[src/rtl/dds_pkg.sv]
package dds_pkg;
  localparam int unsigned PHASE_W_DEF = 32;
  localparam int unsigned ADDR_W_DEF  = 10;
  localparam int unsigned AMP_W_DEF   = 12;

  // Quarter of the sine period selected by the two top phase bits
  typedef enum logic [1:0] {
    Q_RISE     = 2'd0,
    Q_FALL     = 2'd1,
    Q_NEG_FALL = 2'd2,
    Q_NEG_RISE = 2'd3
  } quad_e;
endpackage

[src/rtl/dds_tw_loader.sv]
module dds_tw_loader #(
  parameter int unsigned W = dds_pkg::PHASE_W_DEF
) (
  input  logic         clk,
  input  logic         rst_n,
  input  logic         data_i,
  input  logic         strobe_i,
  input  logic         latch_i,
  output logic [W-1:0] tw_o
);
  logic [W-1:0] shift_q, shift_d;
  logic [W-1:0] tw_q, tw_d;

  always_comb begin
    shift_d = shift_q;
    tw_d    = tw_q;
    if (strobe_i) shift_d = {shift_q[W-2:0], data_i};
    if (latch_i)  tw_d    = shift_q;
  end

  always_ff @(posedge clk or negedge rst_n) begin
    if (!rst_n) begin
      shift_q <= '0;
      tw_q    <= '0;
    end else begin
      shift_q <= shift_d;
      tw_q    <= tw_d;
    end
  end

  assign tw_o = tw_q;

  p_shift_in_r1: assert property (@(posedge clk) disable iff (!rst_n)
    strobe_i |=> shift_q[0] == $past(data_i));
  p_tw_hold_r2: assert property (@(posedge clk) disable iff (!rst_n)
    !latch_i |=> $stable(tw_q));
  p_tw_load_r2: assert property (@(posedge clk) disable iff (!rst_n)
    latch_i |=> tw_q == $past(shift_q));
endmodule

[src/rtl/dds_phase_acc.sv]
module dds_phase_acc #(
  parameter int unsigned PHASE_W = dds_pkg::PHASE_W_DEF,
  parameter int unsigned ADDR_W  = dds_pkg::ADDR_W_DEF
) (
  input  logic               clk,
  input  logic               rst_n,
  input  logic [PHASE_W-1:0] tw_i,
  output logic [ADDR_W-1:0]  phase_top_o
);
  logic [PHASE_W-1:0] phase_q, phase_d;

  always_comb phase_d = phase_q + tw_i;

  always_ff @(posedge clk or negedge rst_n) begin
    if (!rst_n) phase_q <= '0;
    else        phase_q <= phase_d;
  end

  assign phase_top_o = phase_q[PHASE_W-1 -: ADDR_W];

  p_phase_step_r3: assert property (@(posedge clk) disable iff (!rst_n)
    1'b1 |=> phase_q == $past(phase_q) + $past(tw_i));
endmodule

[src/rtl/dds_sine_lut.sv]
module dds_sine_lut #(
  parameter int unsigned ADDR_W = dds_pkg::ADDR_W_DEF,
  parameter int unsigned AMP_W  = dds_pkg::AMP_W_DEF
) (
  input  logic              clk,
  input  logic              rst_n,
  input  logic [ADDR_W-1:0] addr_i,
  output logic [AMP_W-1:0]  sample_o
);
  import dds_pkg::*;

  localparam int unsigned IDX_W  = ADDR_W - 2;
  localparam int unsigned QDEPTH = 1 << IDX_W;
  localparam int unsigned MAG_W  = AMP_W - 1;
  localparam int unsigned PEAK   = (1 << MAG_W) - 1;
  localparam real         PI     = 3.14159265358979323846;

  // Quarter-wave magnitude table, sampled at bin centres for exact mirroring
  logic [MAG_W-1:0] rom [QDEPTH];
  for (genvar k = 0; k < QDEPTH; k++) begin : g_rom
    localparam int VAL = $rtoi(real'(PEAK) *
                               $sin((2.0 * k + 1.0) * PI / (4.0 * QDEPTH)) + 0.5);
    assign rom[k] = MAG_W'(VAL);
  end

  // Stage 1: quarter decode and index mirroring
  quad_e            quad_q, quad_d;
  logic [IDX_W-1:0] idx_q, idx_d;

  always_comb begin
    quad_d = quad_e'(addr_i[ADDR_W-1 -: 2]);
    case (quad_d)
      Q_FALL, Q_NEG_RISE: idx_d = ~addr_i[IDX_W-1:0];
      default:            idx_d =  addr_i[IDX_W-1:0];
    endcase
  end

  // Stage 2: table read and sign
  logic [AMP_W-1:0] mag_ext;
  logic [AMP_W-1:0] sample_q, sample_d;

  always_comb begin
    mag_ext = {1'b0, rom[idx_q]};
    case (quad_q)
      Q_NEG_FALL, Q_NEG_RISE: sample_d = -mag_ext;
      default:                sample_d =  mag_ext;
    endcase
  end

  always_ff @(posedge clk or negedge rst_n) begin
    if (!rst_n) begin
      quad_q   <= Q_RISE;
      idx_q    <= '0;
      sample_q <= '0;
    end else begin
      quad_q   <= quad_d;
      idx_q    <= idx_d;
      sample_q <= sample_d;
    end
  end

  assign sample_o = sample_q;

  p_neg_half_r5: assert property (@(posedge clk) disable iff (!rst_n)
    quad_q[1] |=> sample_q[AMP_W-1]);
  p_pos_half_r5: assert property (@(posedge clk) disable iff (!rst_n)
    !quad_q[1] |=> !sample_q[AMP_W-1]);
  p_no_min_code_r5: assert property (@(posedge clk) disable iff (!rst_n)
    sample_q != {1'b1, {(AMP_W-1){1'b0}}});
endmodule

[src/rtl/dds_synth.sv]
module dds_synth #(
  parameter int unsigned PHASE_W = dds_pkg::PHASE_W_DEF,
  parameter int unsigned ADDR_W  = dds_pkg::ADDR_W_DEF,
  parameter int unsigned AMP_W   = dds_pkg::AMP_W_DEF
) (
  input  logic             clk,
  input  logic             rst_n,
  input  logic             ser_data_i,
  input  logic             ser_strobe_i,
  input  logic             ser_latch_i,
  output logic [AMP_W-1:0] sample_o,
  output logic             sample_valid_o
);
  localparam int unsigned LAT = 2;

  // Reset: asserted asynchronously, released through two flops
  logic [1:0] rst_sync_q;
  logic       rst_int_n;

  always_ff @(posedge clk or negedge rst_n) begin
    if (!rst_n) rst_sync_q <= '0;
    else        rst_sync_q <= {rst_sync_q[0], 1'b1};
  end
  assign rst_int_n = rst_sync_q[1];

  logic [PHASE_W-1:0] tw;
  logic [ADDR_W-1:0]  phase_top;

  dds_tw_loader #(.W(PHASE_W)) u_loader (
    .clk      (clk),
    .rst_n    (rst_int_n),
    .data_i   (ser_data_i),
    .strobe_i (ser_strobe_i),
    .latch_i  (ser_latch_i),
    .tw_o     (tw)
  );

  dds_phase_acc #(.PHASE_W(PHASE_W), .ADDR_W(ADDR_W)) u_acc (
    .clk         (clk),
    .rst_n       (rst_int_n),
    .tw_i        (tw),
    .phase_top_o (phase_top)
  );

  dds_sine_lut #(.ADDR_W(ADDR_W), .AMP_W(AMP_W)) u_lut (
    .clk      (clk),
    .rst_n    (rst_int_n),
    .addr_i   (phase_top),
    .sample_o (sample_o)
  );

  // Valid follows the table pipeline depth
  logic [LAT-1:0] vld_q, vld_d;
  always_comb vld_d = {vld_q[LAT-2:0], 1'b1};

  always_ff @(posedge clk or negedge rst_int_n) begin
    if (!rst_int_n) vld_q <= '0;
    else            vld_q <= vld_d;
  end
  assign sample_valid_o = vld_q[LAT-1];

  p_valid_stays_r7: assert property (@(posedge clk) disable iff (!rst_int_n)
    sample_valid_o |=> sample_valid_o);
  p_reset_quiet_r8: assert property (@(posedge clk)
    !rst_n |-> (sample_o == '0 && !sample_valid_o));
endmodule

[config.mk]
export PLATFORM = sky130hd
export DESIGN_NAME = dds_synth
export DESIGN_NICKNAME = d
export VERILOG_FILES = /design/src/rtl/dds_pkg.sv /design/src/rtl/dds_tw_loader.sv /design/src/rtl/dds_phase_acc.sv /design/src/rtl/dds_sine_lut.sv /design/src/rtl/dds_synth.sv
export SDC_FILE = /design/constraint.sdc
export NUM_CORES = 1
export LEC_CHECK = 0
export BUFFER_PORTS_ARGS = -buffer_cell sky130_fd_sc_hd__buf_2
export CORE_MARGIN = 3
export CORE_UTILIZATION = 55
export DETAILED_ROUTE_END_ITERATION = 7
export PLACE_DENSITY = 0.79
export RECOVER_POWER = 50
export SLEW_MARGIN = 15
export SYNTH_ARGS = -nofsm -noshare
export SYNTH_HDL_FRONTEND = slang
export SYNTH_HIERARCHICAL = 1
export SYNTH_SLANG_ARGS = --single-unit
[constraint.sdc]
create_clock -name clk -period 4.4 [get_ports clk]
set_input_delay 0.22 -clock clk [delete_from_list [all_inputs] [get_ports clk]]
set_output_delay 0.22 -clock clk [all_outputs]
set_load 0.02 [all_outputs]
# Yosys cells after proc, flatten, opt, wreduce, memory -nomap -nowiden
# Memories as Yosys holds them, arrays and structs flattened.
# Cells that the tools add are included.
# Widths: inputs -> output; s select.
dict set report word_totals {
  regBits 122
  mem_bits_ro 2816
  inputBits 5
  out_inout_bits 13
  elab_cells 24
  mem_count 1
}
# name words width read_ports rd_clocked_by_memory_dff wr line
set memory_table {}
lappend memory_table {{(no name shown)} 256 11 1 0 0 dds_sine_lut.sv:43} ;# mag_ext = {1'b0, rom[idx_q]};
dict set report op_classes {
  n_addsub 2
  n_lt_le_gt_ge 1
  eq_ne 4
  n_mux 4
  bitwise 2
  reduce_logical 2
}
# op n
set op_table {}
lappend op_table {{$add 32x32->32} 1}
lappend op_table {{$mux 11} 2}
lappend op_table {{$mux 12} 1}
lappend op_table {{$neg 11->12} 1}
lappend op_table {{$ge 9x9->1 const B} 1}
lappend op_table {{$not 8->9} 1}
lappend op_table {{$mux 8} 1}
lappend op_table {{$not 8->8} 1}
lappend op_table {{$eq 2x2->1 const B} 3}
lappend op_table {{$reduce_or 2->1} 2}
lappend op_table {{$eq 2x1->1 const B} 1}

# Logic depth before layout (Yosys ltp)
# Gate-level depths: netlist of run 1.
dict set report logic_depth {
  depth_word 6
  mapped_depth 16
}

# Cells and area by module
# The synthesis of run 1 kept the hierarchy.
# module instances cells_per_inst area_each_um2 seq_area_each_um2
set by_module_without_submodules {}
lappend by_module_without_submodules {dds_sine_lut 1 512 3767.4 525.5}
lappend by_module_without_submodules {dds_phase_acc 1 317 2921.6 800.8}
lappend by_module_without_submodules {dds_tw_loader 1 136 2690.1 1601.5}
lappend by_module_without_submodules {dds_synth 1 5 103.8 100.1}

# Worst setup path before layout of run 1
# No wires, ideal clock.
dict set report synth_path {
  kind {reg2reg}
  start {register u_lut.idx_q[1]}
  end {register u_lut.sample_q[4] (netlist: u_lut/sample_o[4])}
  setup_ns 0.136
  t_arrival_ns 3.369
  t_required_ns 4.264
  path_slack_ns 0.894
  path_stages_with_launch 17
  n_path_buf 4
  synth_period_minus_slack_ns 3.506
  path_cell_list {dfrtp_1 clkbuf_1 buf_2 inv_1 ha_1 buf_2 nor2b_1 buf_2 o31ai_1 mux4_2 o221ai_1 o311ai_1 inv_1 ha_1 inv_1 o31ai_1 xnor2_1}
}
dict set report synth_between {
  elab_chain_len 6
}
# item line
set synth_rtl {}
lappend synth_rtl {{start: declaration} dds_sine_lut.sv:28} ;# logic [IDX_W-1:0] idx_q, idx_d;
lappend synth_rtl {{start signal: assignment} dds_sine_lut.sv:57} ;# idx_q <= idx_d;
lappend synth_rtl {{$not 8->9 (not written as such)} dds_sine_lut.sv:43}
lappend synth_rtl {{$mem_v2 256x11} --}
lappend synth_rtl {{$mux 11 (not written as such) (2 in a row)} dds_sine_lut.sv:43}
lappend synth_rtl {{via u_lut.mag_ext[0]} dds_sine_lut.sv:39} ;# logic [AMP_W-1:0] mag_ext;
lappend synth_rtl {{$neg 11->12} dds_sine_lut.sv:45} ;# Q_NEG_FALL, Q_NEG_RISE: sample_d = -mag_ext;
lappend synth_rtl {{$mux 12} dds_sine_lut.sv:44} ;# case (quad_q)
lappend synth_rtl {{via u_lut.sample_d[4]} dds_sine_lut.sv:40} ;# logic [AMP_W-1:0] sample_q, sample_d;
lappend synth_rtl {{end signal: assignment} dds_sine_lut.sv:58} ;# sample_q <= sample_d;
lappend synth_rtl {{end: declaration} dds_sine_lut.sv:40}
# The timed path passes the listed nets, and every way through them passes these cells. The select of a mux whose other input is x is not followed.
# A chain may end at the register's enable or synchronous reset.

# Worst setup path in the final report of run 1
dict set report layout_path {
  start {register u_lut.idx_q[1]}
  end {register u_lut.sample_q[9] (netlist: u_lut/sample_o[9])}
}
dict set report layout_between {
  elab_chain_len 6
}
# item line
set layout_rtl {}
lappend layout_rtl {{$not 8->9 (not written as such) *} dds_sine_lut.sv:43}
lappend layout_rtl {{$mem_v2 256x11 *} --}
lappend layout_rtl {{$mux 11 (not written as such) * (2 in a row)} dds_sine_lut.sv:43}
lappend layout_rtl {{$neg 11->12} dds_sine_lut.sv:45}
lappend layout_rtl {{$mux 12 *} dds_sine_lut.sv:44}
lappend layout_rtl {{via u_lut.sample_d[9]} dds_sine_lut.sv:40}
# Mark *: on every way through the listed nets, which the timed path passes. The rest lies on a longest branch. The select of a mux whose other input is x is not followed.

==> metrics.txt, run 1 <==
Syn Inst Count 970; CP Class flop to flop; Critical Path End u_lut/sample_o[9]; cells on worst reg2reg path 10; fillers between 1000 and 1500; number of global-route vias before repair 7474; Multi-input gate area 0.00556 sq mm; EDFF count, synth 0; initial antenna violation count 0; total wire length 25.3 mm; core area 0.0167 sq mm; worst-path maximum fanout 10; Tot GR Track Use approximately 27%; Final Critical Period 3.45 ns; die width around 140 um; Routed Antenna Nets 0; final hold vios 0; unrepaired setup endpoints after global routing false; Final HPWL DP roughly 18 mm; TNS Setup 0 ns; crit-path leading delay family compound AO/OA/AOI/OAI gates; YS warnings 6; HP Class input port to flop; worst slew pin tran 2.02 ns; Final Max Tran Viols 108; initial core utilization 56.8%; most frequent cells in the layout dfrtp_1 (118), a21oi_1 (62), mux2_1 (58); CTS Sinks approximately 120; Synth area leader dfrtp_1; first-iteration detailed-routing DRC count around 1100; critical path data required time 4.70 ns; register area 0.00303 sq mm; largest net degree at the start of global routing 86; most common cell after layout, fill and taps aside dfrtp_1; fin crit share 78.3%; Mapped Area 0.00948 sq mm; root buffer selected by CTS clkbuf_16; Clk Latency, worst-skew pair 0.43 ns; Worst Hold Depth 2; fin nets 997; synth unique cells 102; hold buffers post-CTS 1; vias after detailed routing 8024; failing checks max-capacitance violations, max-slew violations; Clock transition at path regs 0.06 ns; I/O pin count 18; placer congestion estimate 1.07; Crit-path slowest cell nor2b_1; CP Capture Type flop; number of buffers added for setup after CTS 0; vias per cell 6.82; Die Ht between 100 and 150 um; reg-to-reg slack, setup 0.95 ns; ys flop type dfrtp_1; sequential-to-total area share from yosys stat 31.9%; share of layout cells above drive strength 1 10.4%; Arr. time, crit path around 3.7 ns; max_cap viols 3; status finished with violations; area share of the largest cell type after synthesis 31.9%; r2r endpoint u_lut/sample_o[9]; critical path depth 10; Rel. slew slack -34.4%; Max stage delay on crit path 0.50 ns; top cells by area, synth dfrtp_1 (32%), mux2_4 (9.5%), ha_1 (6.3%); # diodes 0; GRT overflow 0; CTS tree built; crit path cell chain inv_1, ha_1, nor2b_1, o211ai_1, a21o_1, a221oi_1, o32ai_2, nor4_4, a31oi_1, xor2_1; worst r2r src u_lut/idx_q[1]; Setup crit start u_lut/idx_q[1]; synthesis-stage register bit count 121; Startpoint Class flop; FP Rows 47; highest clock rate 290 MHz; Remaining DRCs 0; cts repair resizes 0; clock buffer count from CTS 17; Avg Cell Area, Syn 9.78 sq um; Worst Path Buf+Inv 1; first-pass GRT wire length 40.6 mm; Syn-to-layout area delta 3.27%; Max clock buf depth 2; DR WL/cell 21.5 um; H-tree Lvls 4; first drt pass iteration count 6; Final Setup Violations 0; Async S/R FF share, synth 100%; Die ar. between 0.015 and 0.02 sq mm; Worst Skew 0.0142 ns; Port-buffer cells 17
==> worst register-to-register path: stages, from the launching register on <==
cell      delay (ns)
dfrtp_1         0.37
inv_1           0.26
ha_1            0.44
nor2b_1         0.51
o211ai_1        0.17
a21o_1          0.19
a221oi_1        0.37
o32ai_2         0.19
nor4_4          0.48
a31oi_1         0.18
xor2_1          0.17
==> stage by stage <==
stage | cells | hold WS (ns) | area (sq um) | setup WS, ns | util, %
detailed placement | 1143 | 0.00889 | 9440 | 1.05 | 56.5
CTS | 1176 | 0.00779 | 10000 | 1.04 | 60.1
global route | 1176 | 0.0235 | 9790 | 0.610 | 58.6
finish | 1176 | 0.00883 | 9790 | 0.954 | 58.6
global placement | 1143 | 0.00649 | 9440 | 1.13 | 56.5
floorplan | 971 | -0.0756 | 9490 | 0.779 | -
==> layout make-up <==
class / count / share of cell area [%]
clock buffers: 18 / 4.38
clock inverters: 14 / 1.67
inverters: 28 / 1.07
multi-input cells: 739 / 56.7
flip-flops and latches: 121 / 31.0
well taps: 220 / 2.81
repair buffers: 36 / 2.36
==> state kept, by name (all words and copies together), names as in the netlist <==
name	flops
u_loader/shift_q	32
u_loader/tw_o	32
u_lut/sample_o	12
rst_sync_q	2
u_acc/phase_q	32
u_lut/quad_q	1
vld_q	2
u_lut/idx_q	8
==> layer usage <==
layer  track usage, %  up-vias  routed length (um)
met1             38.5     3787               10700
met5                0        -                   0
li1                 -     3583                   -
met4             12.3        0                1090
met3             6.90      120                2610
met2             40.1      534               10900
==> cell usage after synthesis (all sizes together), types with 7 or more instances <==
master  count
o21a        9
xnor2      17
nand4       9
buf        59
mux2i       9
ha         48
nor4        7
a21o       22
nand2      55
nor3       27
inv        26
o21ai      48
o211ai     12
a21oi      62
o311ai     15
clkbuf     23
and2       11
nor2       53
a311oi     13
nor2b      17
xor2       25
a211oi     15
mux2       67
dfrtp     121
a31oi      22
a221oi      8
nand2b     22
nand3      20
==> logic make-up after synthesis <==
kind of cell             count (synthesis)  share of synthesized area (%)
AO/OA/AOI/OAI                          301                           22.9
AND/OR/NAND/NOR                        264                           15.1
flip-flops                             121                           31.9
buffers and inverters                  111                           7.22
multiplexers                            81                           12.5
adder cells (fa/ha/maj)                 49                           6.54
XOR/XNOR                                42                           3.88
other                                    1                         0.0395
==> worst min-delay path by stage <==
stage	startpoint	to	slack [ns]
final	ser_data_i	u_loader/shift_q[0]	0.009
after global placement	rst_n	rst_sync_q[0]	0.006
after CTS	ser_data_i	u_loader/shift_q[0]	0.008
after global routing	ser_data_i	u_loader/shift_q[0]	0.02
after floorplan	rst_n	rst_sync_q[0]	-0.08
after detailed placement	rst_n	rst_sync_q[0]	0.009
Power of run 1 is not shown: default switching activity piles up to over one toggle a cycle in this logic, so the estimate is an artifact.
==> run 2, diff against run 1 <==
==> constraint.sdc (replaced) <==
create_clock -name clk -period 3.55 [get_ports clk]
set_input_delay 0.1775 -clock clk [delete_from_list [all_inputs] [get_ports clk]]
set_output_delay 0.1775 -clock clk [all_outputs]
set_load 0.02 [all_outputs]
==> run 2 against run 1 <==
Against the previous run:
- the run still ends with max-capacitance violations, max-slew violations left
- setup slack lost 0.73 ns
- non-clock buffer count grew 16
- sequential share of layout area shrank 0.16 points
- global-route usage grew 0.40 points
- register-to-register slack lost 0.73 ns
- routed wire length grew 1.0%
- hold slack gained 0.069 ns
==> metrics.txt, run 2 (synthesis results as in run 1) <==
Final Setup Violations 0; root buffer selected by CTS clkbuf_16; DR WL/cell ~22 um; vias after detailed routing 8057; CTS tree built; Tot GR Track Use 27.9%; share of layout cells above drive strength 1 11.8%; status finished with violations; Port-buffer cells 17; post-placement cell area 0.00955 sq mm; Die ar. around 0.019 sq mm; number of global-route vias before repair approximately 7700; Startpoint Class flop; Max clock buf depth 2; fin crit share 93.7%; Final HPWL DP 18.1 mm; H-tree Lvls 4; Clock transition at path regs roughly 0.060 ns; Remaining DRCs 0; unrepaired setup endpoints after global routing false; largest net degree at the start of global routing 86; Routed Antenna Nets 0; Worst Skew 0.00940 ns; first drt pass iteration count 8; CP Capture Type flop; placer congestion estimate 1.02; initial core utilization 56.8%; Syn-to-layout area delta 3.85%; most frequent cells in the layout dfrtp_1 (117), a21oi_1 (62), mux2_1 (58); total wire length 25.6 mm; worst slew pin tran just under 2 ns; # diodes 0; I/O pin count 18; Die Ht 137 um; fin area 0.00985 sq mm; fin nets ~1000; cts repair resizes 0; vias per cell 6.77; clock buffer count from CTS 17; TNS Setup 0 ns; CP Class flop to flop; failing checks max-capacitance violations, max-slew violations; first-pass GRT wire length 41.2 mm; Final Critical Period 3.33 ns; final hold vios 0; Clk Latency, worst-skew pair 0.42 ns; GRT overflow 0; highest clock rate 300 MHz; CTS Sinks 121; FP Rows 47; Rel. slew slack -30.6%; max_cap viols 3; most common cell after layout, fill and taps aside dfrtp_1; number of buffers added for setup after CTS 0; critical path data required time approximately 3.8 ns; initial antenna violation count 0; first-iteration detailed-routing DRC count 1189; Arr. time, crit path between 3 and 4 ns; Final Max Tran Viols 148; fillers 1476; core area 0.0167 sq mm; worst-path maximum fanout 10; HP Class input port to async pin; die width 137 um
run 2: cell types whose count changed in the layout (fill, tap and decap cells not counted), sizes merged:
cell,change
buf,+16
bufinv,-2
clkinv,-1
clkinvlp,+4
dlygate4sd3,+1
inv,-4
run 2: final timing paths:
| path | startpoint | slack [ns] | depth (start not counted) | to |
|---|---|---|---|---|
| max | u_lut/idx_q[0] | 0.22 | 12 | u_lut/sample_o[4] |
| min | rst_n | 0.08 | 2 | rst_sync_q[0] |
| max reg2reg | u_lut/idx_q[0] | 0.22 | 12 | u_lut/sample_o[4] |
| min reg2reg | vld_q[0] | 0.35 | 0 | vld_q[1] |
| max in group asynchronous | rst_sync_q[1] | 1.61 | 0 | u_lut/idx_q[4] |
| min in group clk | vld_q[0] | 0.35 | 0 | vld_q[1] |
run 2: metal layers:
metal,routed length [um],up-vias,part of all wire [%],GRT usage (%)
li1,-,3611,-,-
met5,0,-,0,0
met2,11400,510,45,42.5
met3,2180,115,8.5,5.37
met1,10700,3821,42,38.3
met4,1240,0,4.9,13.4
run 2: layout make-up:
class	instances	area (sq um)	area share (%)
Clock buffer	19	443	4.50
Clock inverter	11	77.6	0.788
Inverter	28	105	1.07
Multi-Input combinational cell	739	5560	56.4
Sequential cell	121	3030	30.8
Tap cell	220	275	2.80
Timing Repair Buffer	52	358	3.63
run 2: worst max-delay path, stage by stage, from the launching register on:
cell and delay, ns:
dfrtp_1 0.37, inv_1 0.16, ha_1 0.39, nor2_1 0.38, o21ai_1 0.12, mux4_2 0.46
o221ai_1 0.28, o311ai_1 0.26, inv_1 0.11, ha_1 0.22, inv_1 0.08, o31ai_1 0.28
xnor2_1 0.09
run 2: stage by stage:
| step | setup slack, ns | std cells | utilization, % | hold WS (ns) |
|---|---|---|---|---|
| 3_3_place_gp | 0.386 | 1158 | 57.2 | -0.0369 |
| 4_1_cts | 0.330 | 1190 | 60.4 | 0.0476 |
| 2_1_floorplan | 0.0443 | 971 | - | -0.118 |
| 5_1_grt | 0.0488 | 1190 | 59.0 | 0.0791 |
| 6_report | 0.222 | 1190 | 59.0 | 0.0777 |
| 3_5_place_dp | 0.326 | 1158 | 57.2 | -0.0368 |
run 2: repair_timing:
action | CTS | global route
hold buffers | 2 | 0
hold endpoints to repair | 3 | 0
setup endpoints to repair | 0 | 0
Power of run 2 is left out for the same reason.
